### src/rtl/lps_pkg.sv
package lps_pkg;
  typedef enum logic [2:0] {
    LPS_OFF    = 3'd0,
    LPS_DETECT = 3'd1,
    LPS_NOCONN = 3'd2,
    LPS_IDLE   = 3'd3,
    LPS_ACTIVE = 3'd4
  } lps_state_e;
endpackage

### src/rtl/lps_tick_gen.sv
module lps_tick_gen #(
  parameter int CYC_PER_US = 100,
  parameter int US_PER_MS  = 1000
) (
  input  logic clk,
  input  logic rst_n,
  output logic ms_tick
);
  localparam int UW = (CYC_PER_US > 1) ? $clog2(CYC_PER_US) : 1;
  localparam int MW = (US_PER_MS > 1) ? $clog2(US_PER_MS) : 1;
  localparam logic [UW-1:0] U_LAST = UW'(CYC_PER_US - 1);
  localparam logic [MW-1:0] M_LAST = MW'(US_PER_MS - 1);

  logic [UW-1:0] us_cnt;
  logic [MW-1:0] ms_pre;
  logic          us_tick;

  assign us_tick = (us_cnt == U_LAST);
  assign ms_tick = us_tick && (ms_pre == M_LAST);

  always_ff @(posedge clk or negedge rst_n) begin
    if (!rst_n) begin
      us_cnt <= '0;
      ms_pre <= '0;
    end else begin
      us_cnt <= us_tick ? '0 : us_cnt + 1'b1;
      if (us_tick) ms_pre <= (ms_pre == M_LAST) ? '0 : ms_pre + 1'b1;
    end
  end
endmodule

### src/rtl/lps_fsm.sv
module lps_fsm
  import lps_pkg::*;
#(
  parameter int IDLE_MS  = 300,
  parameter int RETRY_MS = 12
) (
  input  logic       clk,
  input  logic       rst_n,
  input  logic       supply_ok,
  input  logic       port_sel,
  input  logic       sig_any,
  input  logic       ms_tick,
  input  logic       det_done,
  input  logic       det_found,
  output lps_state_e state,
  output logic       sel_cur
);
  localparam int TMAX = (IDLE_MS > RETRY_MS) ? IDLE_MS : RETRY_MS;
  localparam int TW   = $clog2(TMAX + 1);
  localparam logic [TW-1:0] IDLE_LAST  = TW'(IDLE_MS - 1);
  localparam logic [TW-1:0] RETRY_LAST = TW'(RETRY_MS - 1);

  lps_state_e    nxt;
  logic [TW-1:0] tmr;
  logic          tmr_clr;

  always_comb begin
    nxt     = state;
    tmr_clr = 1'b0;
    if (!supply_ok)              nxt = LPS_OFF;
    else if (state == LPS_OFF)   nxt = LPS_DETECT;
    else if (port_sel != sel_cur) nxt = LPS_DETECT;
    else begin
      case (state)
        LPS_DETECT: if (det_done) nxt = det_found ? LPS_ACTIVE : LPS_NOCONN;
        LPS_NOCONN: if (ms_tick && tmr == RETRY_LAST) nxt = LPS_DETECT;
        LPS_ACTIVE: begin
          if (sig_any) tmr_clr = 1'b1;
          else if (ms_tick && tmr == IDLE_LAST) nxt = LPS_IDLE;
        end
        LPS_IDLE:   if (sig_any) nxt = LPS_ACTIVE;
        default:    nxt = LPS_OFF;
      endcase
    end
    if (nxt != state) tmr_clr = 1'b1;
  end

  always_ff @(posedge clk or negedge rst_n) begin
    if (!rst_n) begin
      state   <= LPS_OFF;
      sel_cur <= 1'b0;
      tmr     <= '0;
    end else begin
      state   <= nxt;
      sel_cur <= port_sel;
      if (tmr_clr)      tmr <= '0;
      else if (ms_tick) tmr <= tmr + 1'b1;
    end
  end
endmodule

### src/rtl/lps_port_steer.sv
module lps_port_steer #(
  parameter int NPORT = 2
) (
  input  logic             sel,
  input  logic             powered,
  input  logic             datapath_on,
  output logic [NPORT-1:0] drv_en,
  output logic [NPORT-1:0] park
);
  for (genvar gi = 0; gi < NPORT; gi++) begin : g_port
    localparam logic PICK = (gi == 0) ? 1'b1 : 1'b0;
    logic is_sel;
    assign is_sel     = (sel == PICK);
    assign drv_en[gi] = datapath_on && is_sel;
    assign park[gi]   = powered && !is_sel;
  end
endmodule

### src/rtl/link_pwr_ctrl.sv
module link_pwr_ctrl
  import lps_pkg::*;
#(
  parameter int CYC_PER_US = 100,
  parameter int US_PER_MS  = 1000,
  parameter int IDLE_MS    = 300,
  parameter int RETRY_MS   = 12
) (
  input  logic       clk,
  input  logic       rst_n,
  input  logic       supply_ok,
  input  logic       port_sel,
  input  logic       sig_ap,
  input  logic       sig_con,
  input  logic       det_done,
  input  logic       det_found,
  output logic [2:0] pwr_state,
  output logic [1:0] drv_en,
  output logic [1:0] park,
  output logic       sq_en,
  output logic       det_req,
  output logic       term_ok
);
  lps_state_e state;
  logic       sel_cur;
  logic       ms_tick;
  logic       powered;

  lps_tick_gen #(.CYC_PER_US(CYC_PER_US), .US_PER_MS(US_PER_MS)) u_tick (
    .clk(clk), .rst_n(rst_n), .ms_tick(ms_tick)
  );

  lps_fsm #(.IDLE_MS(IDLE_MS), .RETRY_MS(RETRY_MS)) u_fsm (
    .clk(clk), .rst_n(rst_n), .supply_ok(supply_ok), .port_sel(port_sel),
    .sig_any(sig_ap | sig_con), .ms_tick(ms_tick), .det_done(det_done),
    .det_found(det_found), .state(state), .sel_cur(sel_cur)
  );

  assign powered = (state != LPS_OFF);

  lps_port_steer #(.NPORT(2)) u_steer (
    .sel(sel_cur), .powered(powered), .datapath_on(state == LPS_ACTIVE),
    .drv_en(drv_en), .park(park)
  );

  assign pwr_state = state;
  assign sq_en     = powered;
  assign det_req   = (state == LPS_DETECT);
  assign term_ok   = (state == LPS_ACTIVE) || (state == LPS_IDLE);
endmodule

### config.mk
export PLATFORM = sky130hd
export DESIGN_NAME = link_pwr_ctrl
export DESIGN_NICKNAME = d
export VERILOG_FILES = /design/src/rtl/lps_pkg.sv /design/src/rtl/lps_tick_gen.sv /design/src/rtl/lps_fsm.sv /design/src/rtl/lps_port_steer.sv /design/src/rtl/link_pwr_ctrl.sv
export SDC_FILE = /design/constraint.sdc
export NUM_CORES = 1
export LEC_CHECK = 0
export ABC_AREA = 1
export BUFFER_PORTS_ARGS = -buffer_cell sky130_fd_sc_hd__clkbuf_2
export CAP_MARGIN = 10
export CORE_UTILIZATION = 52
export CTS_CLUSTER_DIAMETER = 200
export DETAILED_ROUTE_END_ITERATION = 8
export PLACE_DENSITY = 0.72
export SLEW_MARGIN = 20
export SYNTH_ARGS = -nofsm -noshare
export SYNTH_HDL_FRONTEND = slang
export SYNTH_SLANG_ARGS = --single-unit
export TNS_END_PERCENT = 1
### constraint.sdc
create_clock -name clk -period 2.8 [get_ports clk]
set_clock_uncertainty 0.2 [all_clocks]
set_input_delay 0.56 -clock clk [delete_from_list [all_inputs] [get_ports clk]]
set_output_delay 0.56 -clock clk [all_outputs]
set_load 0.01 [all_outputs]
==> results of run 1 <==
[per-stage QoR]
step | instance area, um^2 | hold slack, ns | util [%] | cells
after CTS | 2070 | 0.0778 | 62.0 | 294
after global placement | 1960 | 0.249 | 58.6 | 286
after global routing | 2070 | 0.102 | 62.0 | 294
after detailed placement | 1960 | 0.252 | 58.6 | 286
after floorplan | 1810 | 0.0644 | - | 223
final | 2070 | 0.0531 | 62.0 | 294
[cell usage in the layout, fill, tap and decap left out, types with 3 or more instances in the layout]
cell	instances
a21oi_1	11
clkbuf_2	17
clkbuf_4	5
dfrtp_1	30
ha_1	3
inv_1	25
inv_2	9
nand2_1	29
nand2_2	5
nand3_1	20
nand3_2	3
nand4_1	5
nor2_1	31
nor2_2	11
nor2_4	3
nor3_1	6
o21ai_0	6
xor2_1	8
[logic make-up (layout without fill, tap and decap cells)]
logic type | count (synthesis) | count (layout) | synth area share, %
AOI/OAI and AO/OA | 21 | 21 | 6.22
xor gates and xnor gates | 10 | 10 | 4.84
adders and majority gates | 3 | 3 | 2.07
buffers and inverters | 36 | 61 | 7.46
DFF | 30 | 30 | 41.5
muxes | 1 | 1 | 0.553
and+or+nand+nor | 122 | 122 | 37.4
[final timing paths]
| kind | to | slack, ns | cells past startpoint |
|---|---|---|---|
| max in group asynchronous | u_fsm.tmr[4] | 1.86 | 1 |
| worst min register to register | u_tick.us_cnt[0] | 0.26 | 1 |
| worst max register to register | u_fsm.tmr[8] | 0.53 | 11 |
| worst min-delay path | u_tick.ms_pre[2] | 0.05 | 1 |
| worst max-delay path | u_fsm.tmr[8] | 0.53 | 11 |
| min in group clk | u_fsm.sel_cur | 0.15 | 1 |
[power by group]
part           internal [W]  switching (W)  leakage (nW)
sequential         0.000435     0.00000369         0.401
clock              0.000302       0.000160        0.0585
combinational     0.0000186      0.0000426         0.572
[sequential cells by signal, summed over array words and instances (netlist names)]
register       cells
u_tick.us_cnt      7
u_tick.ms_pre     10
u_fsm.state        3
u_fsm.tmr          9
u_fsm.sel_cur      1
[routing by layer]
| layer | track usage [%] | vias up |
|---|---|---|
| li1 | - | 768 |
| met1 | 27.5 | 671 |
| met2 | 31.7 | 33 |
| met3 | 7.46 | 9 |
| met4 | 9.09 | 0 |
| met5 | 0 | - |
[critical path, stage by stage (launching register included)]
cell     delay [ns]
dfrtp_1        0.43
nor2_2         0.19
nand2_1        0.08
nor2_2         0.34
nand3_1        0.15
a21oi_1        0.18
nand2_2        0.07
nand3_1        0.08
nand2_2        0.07
nor2_4         0.10
nand3_4        0.16
nor2_2         0.13
[final cells by class]
cell class	count	area, um^2	share of cell area [%]
multi-input cells	157	925	44.7
clock buffers	6	51.3	2.48
well taps	46	57.6	2.78
flip-flops and latches	30	751	36.3
repair buffers	18	92.6	4.48
inverters	35	131	6.35
clock inverters	2	60.1	2.90
[synth_stat cells]
library cell | count | area, um^2
nand3_4 | 2 | 35.0
o21ai_0 | 6 | 30.0
nor2_8 | 1 | 20.0
nor3_4 | 1 | 16.3
nand2_1 | 29 | 109
nand4_1 | 5 | 31.3
a31oi_1 | 2 | 12.5
nand3_2 | 3 | 30.0
nor2_2 | 11 | 68.8
a211oi_1 | 1 | 7.51
nor3_2 | 1 | 10.0
nand2_2 | 5 | 31.3
nor2_1 | 31 | 116
xor2_1 | 8 | 70.1
nand3_1 | 20 | 100
ha_1 | 3 | 37.5
dfrtp_1 | 30 | 751
nand3b_4 | 1 | 20.0
clkbuf_1 | 1 | 3.75
and3_1 | 2 | 12.5
nor3_1 | 6 | 30.0
inv_1 | 25 | 93.8
nor3b_2 | 1 | 12.5
a21oi_1 | 11 | 55.1
xnor2_1 | 2 | 17.5
o21bai_1 | 1 | 7.51
nor2_4 | 3 | 33.8
mux2i_1 | 1 | 10.0
inv_2 | 9 | 33.8
clkinv_1 | 1 | 3.75
==> results.yml, run 1 <==
sta:
  setup_viol: 0
  grt_setup_unrepaired: "no"
  final.setup.worst_slack_ns: 0.527
  fin_tns_setup_ns: 0
  slew_viol_final: 0
  finalHoldViolCount: 0
  post-route-period-util_pct: 81.2
  fmax_mhz: 440
  maxSlewHeadroom_pct: 51.0
  worst_pin_slew_ns: 0.734
  min_period_ns: 2.27
global_routing:
  grt_pass1_wl_um: 5590
  grt_overflow: 0
  first_global_vias: 1288
  grt_use_total_pct: 21.1
  grt_max_degree: 31
  antenna_found_initial: 0
finish:
  drive_gt1_share_pct: 25.8
  n_antenna_cell: 0
  fin_nets: 258
  fillerInstances: 298
  area_growth_pct: 14.2
worst_setup_path:
  startpoint_type: "flop"
  timing.rr.start: "u_tick.us_cnt[2]"
  worstSetupPathType: "flop to flop"
  critPathMaxFanout: 10
  end_kind: "flop"
  cp.arrival_ns: 2.35
  required_ns: 2.87
  cp-startpoint: "u_tick.us_cnt[2]"
detailed_routing:
  drtIter0Drc: 119
  drt_pass1_iterations: 4
  routed_via_density: 5.04
  vias: 1481
  wl_met2_um: 1490
  top_layer: "met4"
  drc: 0
  totalWireLength_um: 3310
  final_antenna_net_count: 0
  wl_met3_um: 151
  wl_met1_um: 1600
  wl_per_cell_um: 11.2
floorplanning:
  ios: 18
  fp.dieH_um: 61.0
  core-area_mm2: 0.00334
  die_w_um: 61.0
  die_area_mm2: 0.00372
  initial_core_util_pct: 54.3
  num_rows: 21
yosys:
  ys_seq_area_share_pct: 41.5
  ys_types: 30
  avgSynthCellArea_um2: 8.12
  syn-cell-area_mm2: 0.00181
  syn_inst: 223
  ys_ff_latch: 30
  synth_warnings: 0
  synth.net_count: 234
cts:
  cts_root_buf: "clkbuf_4"
  cts-resized-gates: 0
  cts_setup_buffers: 0
  clkTransAtPathRegs_ns: 0.11
  h-tree-depth: 2
  cts_sinks: 30
  clockBufferDepth: 2
  postCtsHoldBufs: 0
  cts_buffers: 5
  clock_latency_ns: 0.34
  cts_tree: "yes"
job:
  cap_violations: 0
pwr:
  p_total_w: 0.000963
  ir_worst_vdd_v: 0.000351
  power_density_mw_per_mm2: 466
  power_leakage_nw: 1.03
place:
  portBuffers: 17
  dp_slack_ns: 0.513
  hpwl_um: 2410
  place_congestion: 0.901
worst_hold_path:
  hold_path_class: "primary input to async pin"
run_status:
  status: "finished, final reports clean"
Power figures use the tool's default switching activity.
==> run 2: changes to the inputs <==
ABC_AREA = 0   (was 1)
PLACE_DENSITY = 0.75   (was 0.72)
clock period = 1.9 ns   (was 2.8 ns; I/O delays follow)
==> run 2 against run 1 <==
Die area down 4.6%. Synthesized cell count down 18%. Non-clock buffer count rose by 52. Fmax down 0.79%. Sequential power grew 47%. Sequential share of layout area decreased by 6.6 points. Power grew 56%. The run now ends with setup timing left. Largest cell class unchanged.
==> results.yml, run 2 <==
sta:
  final.setup.worst_slack_ns: -0.391
  fmax_mhz: 437
  post-route-period-util_pct: 121
  maxSlewHeadroom_pct: 67.5
  grt_setup_unrepaired: "yes"
  worst_pin_slew_ns: 0.485
  slew_viol_final: 0
  min_period_ns: 2.29
  finalHoldViolCount: 0
  setup_viol: 19
worst_setup_path:
  path_cells: "or4b_4 > or3_1 > o31a_1 > a41oi_2 > nor3_1"
  critPathTopFamily: "simple AND/OR/NAND/NOR gates"
  timing.rr.start: "u_fsm.tmr[7]"
  cp.arrival_ns: 2.31
  startpoint_type: "flop"
  required_ns: 1.92
  end_kind: "flop"
  r2r.worst_path.cells: 5
  crit_buf_inv: 0
  max_stage_delay_ns: 0.54
  critPathSlowestCell: "or4b_4"
  worstSetupPathType: "flop to flop"
  critPathMaxFanout: 4
  r2r_setup_slack_ns: -0.39
  r2r_end: "u_fsm.tmr[4]"
yosys:
  synth.top_cell.area_share_pct: 43.5
  synth_edf_count: 0
  syn_inst: 183
  synth_warnings: 0
  synth.net_count: 194
  syn-cell-area_mm2: 0.00173
  avgSynthCellArea_um2: 9.43
  yosys_most_used_dff: "dfrtp_1"
  synth.most_common_cell: "dfrtp_1"
  ys_seq_area_share_pct: 43.5
  synthTopCellsByCount: "dfrtp_1, nor2_1, nand2_1"
  synthArstFlopShare_pct: 100
  ys_types: 41
  ys_ff_latch: 30
  synth_area_leaders: "dfrtp_1, xnor2_1, xor2_1"
  synth_top_area_cell: "dfrtp_1"
floorplanning:
  fp.dieH_um: 59.6
  die_area_mm2: 0.00355
  ios: 18
  core-area_mm2: 0.00310
  num_rows: 20
  initial_core_util_pct: 55.6
  die_w_um: 59.6
cts:
  cts_sinks: 30
  cts_tree: "yes"
  h-tree-depth: 2
  cts_buffers: 5
  cts_root_buf: "clkbuf_4"
  clkTransAtPathRegs_ns: 0.09
  clockBufferDepth: 2
  clock_latency_ns: 0.34
run_status:
  violations: "setup timing"
  status: "complete, but fails checks"
global_routing:
  grt_use_total_pct: 30.7
  grt_overflow: 0
  first_global_vias: 1746
  grt_pass1_wl_um: 7880
  grt_max_degree: 31
  antenna_found_initial: 0
finish:
  reg_top3: "u_tick.ms_pre (10), u_fsm.tmr (9), u_tick.us_cnt (7)"
  layout_common_cells: "buf_4, dfrtp_1, clkbuf_2"
  area_growth_pct: 46.5
  top_register: "u_tick.ms_pre"
  final_util_pct: 81.5
  final_common_cell: "buf_4"
  fin_nets: 267
  n_antenna_cell: 0
  drive_gt1_share_pct: 39.7
  largest_reg_flops: 10
pwr:
  power_density_mw_per_mm2: 593
  ir_worst_vdd_v: 0.000499
  power_leakage_nw: 1.12
place:
  hpwl_um: 3170
  dp_slack_ns: -0.503
  place_congestion: 0.900
  portBuffers: 17
detailed_routing:
  totalWireLength_um: 5260
  routed_via_density: 6.18
  wl_met2_um: 2580
  wl_met1_um: 2100
  final_antenna_net_count: 0
  wl_met3_um: 332
  drtIter0Drc: 106
  drt_pass1_iterations: 4
  vias: 1859
  drc: 0
  wl_per_cell_um: 17.5
  top_layer: "met4"
worst_hold_path:
  hold_path_class: "primary input to flop"
  min_to: "u_fsm.state[0]"
  min_path_cells: 2
  hp-start: "supply_ok"
job:
  cap_violations: 0
[run 2: cell types whose count changed after synthesis, moves of 7 or more]
| cell | delta |
|---|---|
| nand2_1 | -13 |
| nand3_1 | -13 |
| inv_1 | -25 |
| nand4_1 | +7 |
| inv_2 | -9 |
| xnor2_1 | +8 |
| nor3_1 | +7 |
| nor2_2 | -11 |
| nor2_1 | -14 |
[run 2: repair_timing]
| action | in CTS | in global routing |
|---|---|---|
| hold buffers | 2 | 0 |
| endpoints found under the hold margin | 31 | 0 |
| setup buffers | 1 | 0 |
| endpoints found under the setup margin | 28 | 28 |
| cloned | 1 | 0 |
| pin swaps | 7 | 11 |
| resized for setup | 16 | 19 |
[run 2: logic make-up (layout without fill, tap and decap cells)]
family | count (synthesis) | in the layout | synth area share [%]
AO/OA/AOI/OAI | 25 | 26 | 10.0
XOR/XNOR | 19 | 19 | 9.64
adder cells (fa/ha/maj) | 3 | 3 | 2.18
buffers and inverters | 5 | 78 | 1.16
flip-flops | 30 | 30 | 43.5
multiplexers | 3 | 3 | 1.81
AND/OR/NAND/NOR | 98 | 98 | 31.7
[run 2: through the flow]
step / instances / total power [W] / TNS (ns) / hold WS [ns] / area (um^2)
detailed placement: 289 / 0.000798 / -5.84 / 0.211 / 2220
global route: 301 / 0.00155 / -6.02 / 0.173 / 2530
floorplan: 183 / 0.000729 / -4.29 / -0.116 / 1730
finish: 301 / 0.00150 / -4.97 / 0.175 / 2530
CTS: 301 / 0.00150 / -5.23 / 0.153 / 2450
global placement: 289 / 0.000793 / -4.87 / 0.203 / 2220
[run 2: layout make-up]
type	count	area [um^2]
Tap cell	44	55.1
Clock buffer	6	51.3
Fill cell	190	576
Clock inverter	2	60.1
Sequential cell	30	751
Timing Repair Buffer	70	518
Multi-Input combinational cell	149	1090
[run 2: worst max-delay path by stage]
stage                    to         start  depth (start not counted)
2_1_floorplan  u_fsm.tmr[0]  u_fsm.tmr[7]                          5
3_3_place_gp   u_fsm.tmr[5]  u_fsm.tmr[7]                          5
3_5_place_dp   u_fsm.tmr[1]  u_fsm.tmr[7]                          5
4_1_cts        u_fsm.tmr[4]  u_fsm.tmr[7]                          5
5_1_grt        u_fsm.tmr[4]  u_fsm.tmr[7]                          5
6_report       u_fsm.tmr[4]  u_fsm.tmr[7]                          5
[run 2: worst reg2reg max path: stages (launching register included)]
cell     delay, ns
dfrtp_1       0.40
or4b_4        0.54
or3_1         0.36
o31a_1        0.32
a41oi_2       0.27
nor3_1        0.08
[run 2: where the power goes]
part | total (W) | internal [W] | switching [W]
Clock | 0.000681 | 0.000446 | 0.000235
Combinational | 0.000171 | 0.0000708 | 0.0000999
Sequential | 0.000646 | 0.000642 | 0.00000403
[run 2: routing by layer]
metal | up-vias | track usage (%)
met5 | - | 0
met4 | 0 | 13.0
met3 | 34 | 7.64
met2 | 97 | 51.8
met1 | 897 | 37.1
li1 | 831 | -
==> run 3: changes to the inputs <==
BUFFER_PORTS_ARGS = -buffer_cell sky130_fd_sc_hd__buf_2   (was -buffer_cell sky130_fd_sc_hd__clkbuf_2)
==> run 3 against run 2 <==
The run still ends with setup timing left. Largest power group is now sequential cells. First-iteration DRC count decreased by 39%. Global-route usage fell by 1.8 points. Via count down 5.4%. Critical path depth unchanged. Combinational power shrank 6%. Sequential cell count unchanged.
==> results.yml, run 3 (synthesized netlist as in run 2, its figures left out) <==
finish:
  reg_top3: "u_tick.ms_pre (10), u_fsm.tmr (9), u_tick.us_cnt (7)"
  area_growth_pct: 43.7
  fin_cells: 300
  largest_reg_flops: 10
  layout_common_cells: "buf_4, dfrtp_1, buf_2"
  drive_gt1_share_pct: 39.8
  n_antenna_cell: 0
  fin_nets: 266
  top_register: "u_tick.ms_pre"
  final_common_cell: "buf_4"
  fillerInstances: 201
place:
  post-place-cells: 289
  hpwl_um: 3110
  place_congestion: 0.849
  portBuffers: 17
pwr:
  internal-power_w: 0.000891
  p_switching_w: 0.000329
  pwr-share-clk_pct: 33.9
  ir_worst_vdd_v: 0.000357
  pwr-share-comb_pct: 13.1
  power_frac_seq_pct: 53.0
  p_total_w: 0.00122
  switching_share_pct: 27.0
  power_leakage_nw: 1.08
  power_density_mw_per_mm2: 492
worst_setup_path:
  cp.arrival_ns: 2.32
  timing.rr.start: "u_fsm.tmr[7]"
  critPathTopFamily: "simple AND/OR/NAND/NOR gates"
  end_kind: "flop"
  max_stage_delay_ns: 0.54
  r2r.worst_path.cells: 5
  worstSetupPathType: "flop to flop"
  r2r_end: "u_fsm.tmr[5]"
  path_cells: "or4b_4 > or3_1 > o31a_1 > a41oi_2 > nor3_1"
  critPathMaxFanout: 4
  cp-startpoint: "u_fsm.tmr[7]"
  r2r_setup_slack_ns: -0.40
  critPathSlowestCell: "or4b_4"
  required_ns: 1.91
  crit_buf_inv: 0
  startpoint_type: "flop"
sta:
  finalHoldViolCount: 0
  post-route-period-util_pct: 121
  grt_setup_unrepaired: "yes"
  final.setup.worst_slack_ns: -0.404
  fmax_mhz: 434
  hold_ws_ns: 0.194
  worst_pin_slew_ns: 0.677
  min_period_ns: 2.30
  slew_viol_final: 0
  setup_viol: 18
  maxSlewHeadroom_pct: 54.8
global_routing:
  grtUsageMet3_pct: 6.11
  use_met2_pct: 49.0
  met1_usage_pct: 36.0
  grt_max_degree: 31
  top_usage_layer: "met2"
  grt_use_total_pct: 28.9
  grt_overflow: 0
  first_global_vias: 1719
  grt_pass1_wl_um: 7540
  antenna_found_initial: 0
detailed_routing:
  routed_via_density: 5.86
  wl_per_cell_um: 15.7
  drc: 0
  totalWireLength_um: 4720
  final_antenna_net_count: 0
  vias: 1758
  drt_pass1_iterations: 6
  drtIter0Drc: 65
floorplanning:
  core-area_mm2: 0.00310
  fp.dieH_um: 59.6
  ios: 18
  num_rows: 20
  die_area_mm2: 0.00355
  initial_core_util_pct: 55.6
  die_w_um: 59.6
worst_hold_path:
  min_path_cells: 3
  min_to: "u_fsm.state[1]"
  hold_path_class: "primary input to flop"
  hp-start: "supply_ok"
cts:
  cts_root_buf: "clkbuf_4"
  cts_buffers: 5
  h-tree-depth: 2
  clockBufferDepth: 2
  clock_latency_ns: 0.33
  cts_tree: "yes"
  cts_sinks: 30
  clkTransAtPathRegs_ns: 0.10
job:
  cap_violations: 0
run_status:
  violations: "setup timing"
  status: "complete, but fails checks"
==> run 3: cell types whose count changed in the layout (fill, tap and decap cells not counted), sizes merged <==
cell / change
bufinv: -2
clkinv: +1
clkinvlp: +1
buf: +16
clkbuf: -17
==> run 3: power by group through the flow <==
stage | Combinational, W | Clock, W | Sequential [W]
floorplan | 0.0000670 | 0 | 0.000662
global placement | 0.000133 | 0 | 0.000658
detailed placement | 0.000136 | 0 | 0.000658
CTS | 0.000149 | 0.000421 | 0.000646
global route | 0.000175 | 0.000458 | 0.000647
finish | 0.000160 | 0.000413 | 0.000647
==> run 3: layer usage <==
metal  up-vias  part of all wire [%]
met2        67                    52
met1       852                    40
met4         0                   2.9
met5         -                     0
met3        16                   4.9
li1        823                     -
==> run 3: worst reg2reg max path, stage by stage (launching register included) <==
cell     delay (ns)
dfrtp_1        0.40
or4b_4         0.54
or3_1          0.35
o31a_1         0.32
a41oi_2        0.28
nor3_1         0.08
==> run 3: area by class of cell <==
cell class | instances | area [um^2] | share of cell area [%]
sequential | 30 | 752 | 30.3
timing repair buffer | 69 | 519 | 20.9
clock inverter | 2 | 12.5 | 0.505
tap | 44 | 55.1 | 2.22
multi-input combinational | 149 | 1090 | 43.9
clock buffer | 6 | 51.3 | 2.07
==> run 3: through the flow <==
stage | setup TNS, ns | setup slack (ns) | cell area, um^2 | util, %
global route | -6.00 | -0.470 | 2480 | 79.9
finish | -4.63 | -0.404 | 2480 | 79.9
global placement | -5.27 | -0.428 | 2220 | 71.7
CTS | -4.66 | -0.376 | 2400 | 77.3
detailed placement | -5.97 | -0.471 | 2220 | 71.7
floorplan | -4.29 | -0.392 | 1730 | -
==> run 3: worst max-delay path by stage <==
stage	to	cells past startpoint	slack, ns
after global routing	u_fsm.tmr[5]	5	-0.47
final	u_fsm.tmr[5]	5	-0.40
after detailed placement	u_fsm.tmr[3]	5	-0.47
after global placement	u_fsm.tmr[5]	5	-0.43
after CTS	u_fsm.tmr[6]	5	-0.38
after floorplan	u_fsm.tmr[0]	5	-0.39
==> run 3: timing repair <==
action,in CTS,in global routing
buffers inserted,0,0
pin swaps,8,5
gates cloned,1,0
endpoints found under the setup margin,30,25
hold buffers,2,0
hold endpoints to repair,31,0
gates resized for setup,17,20
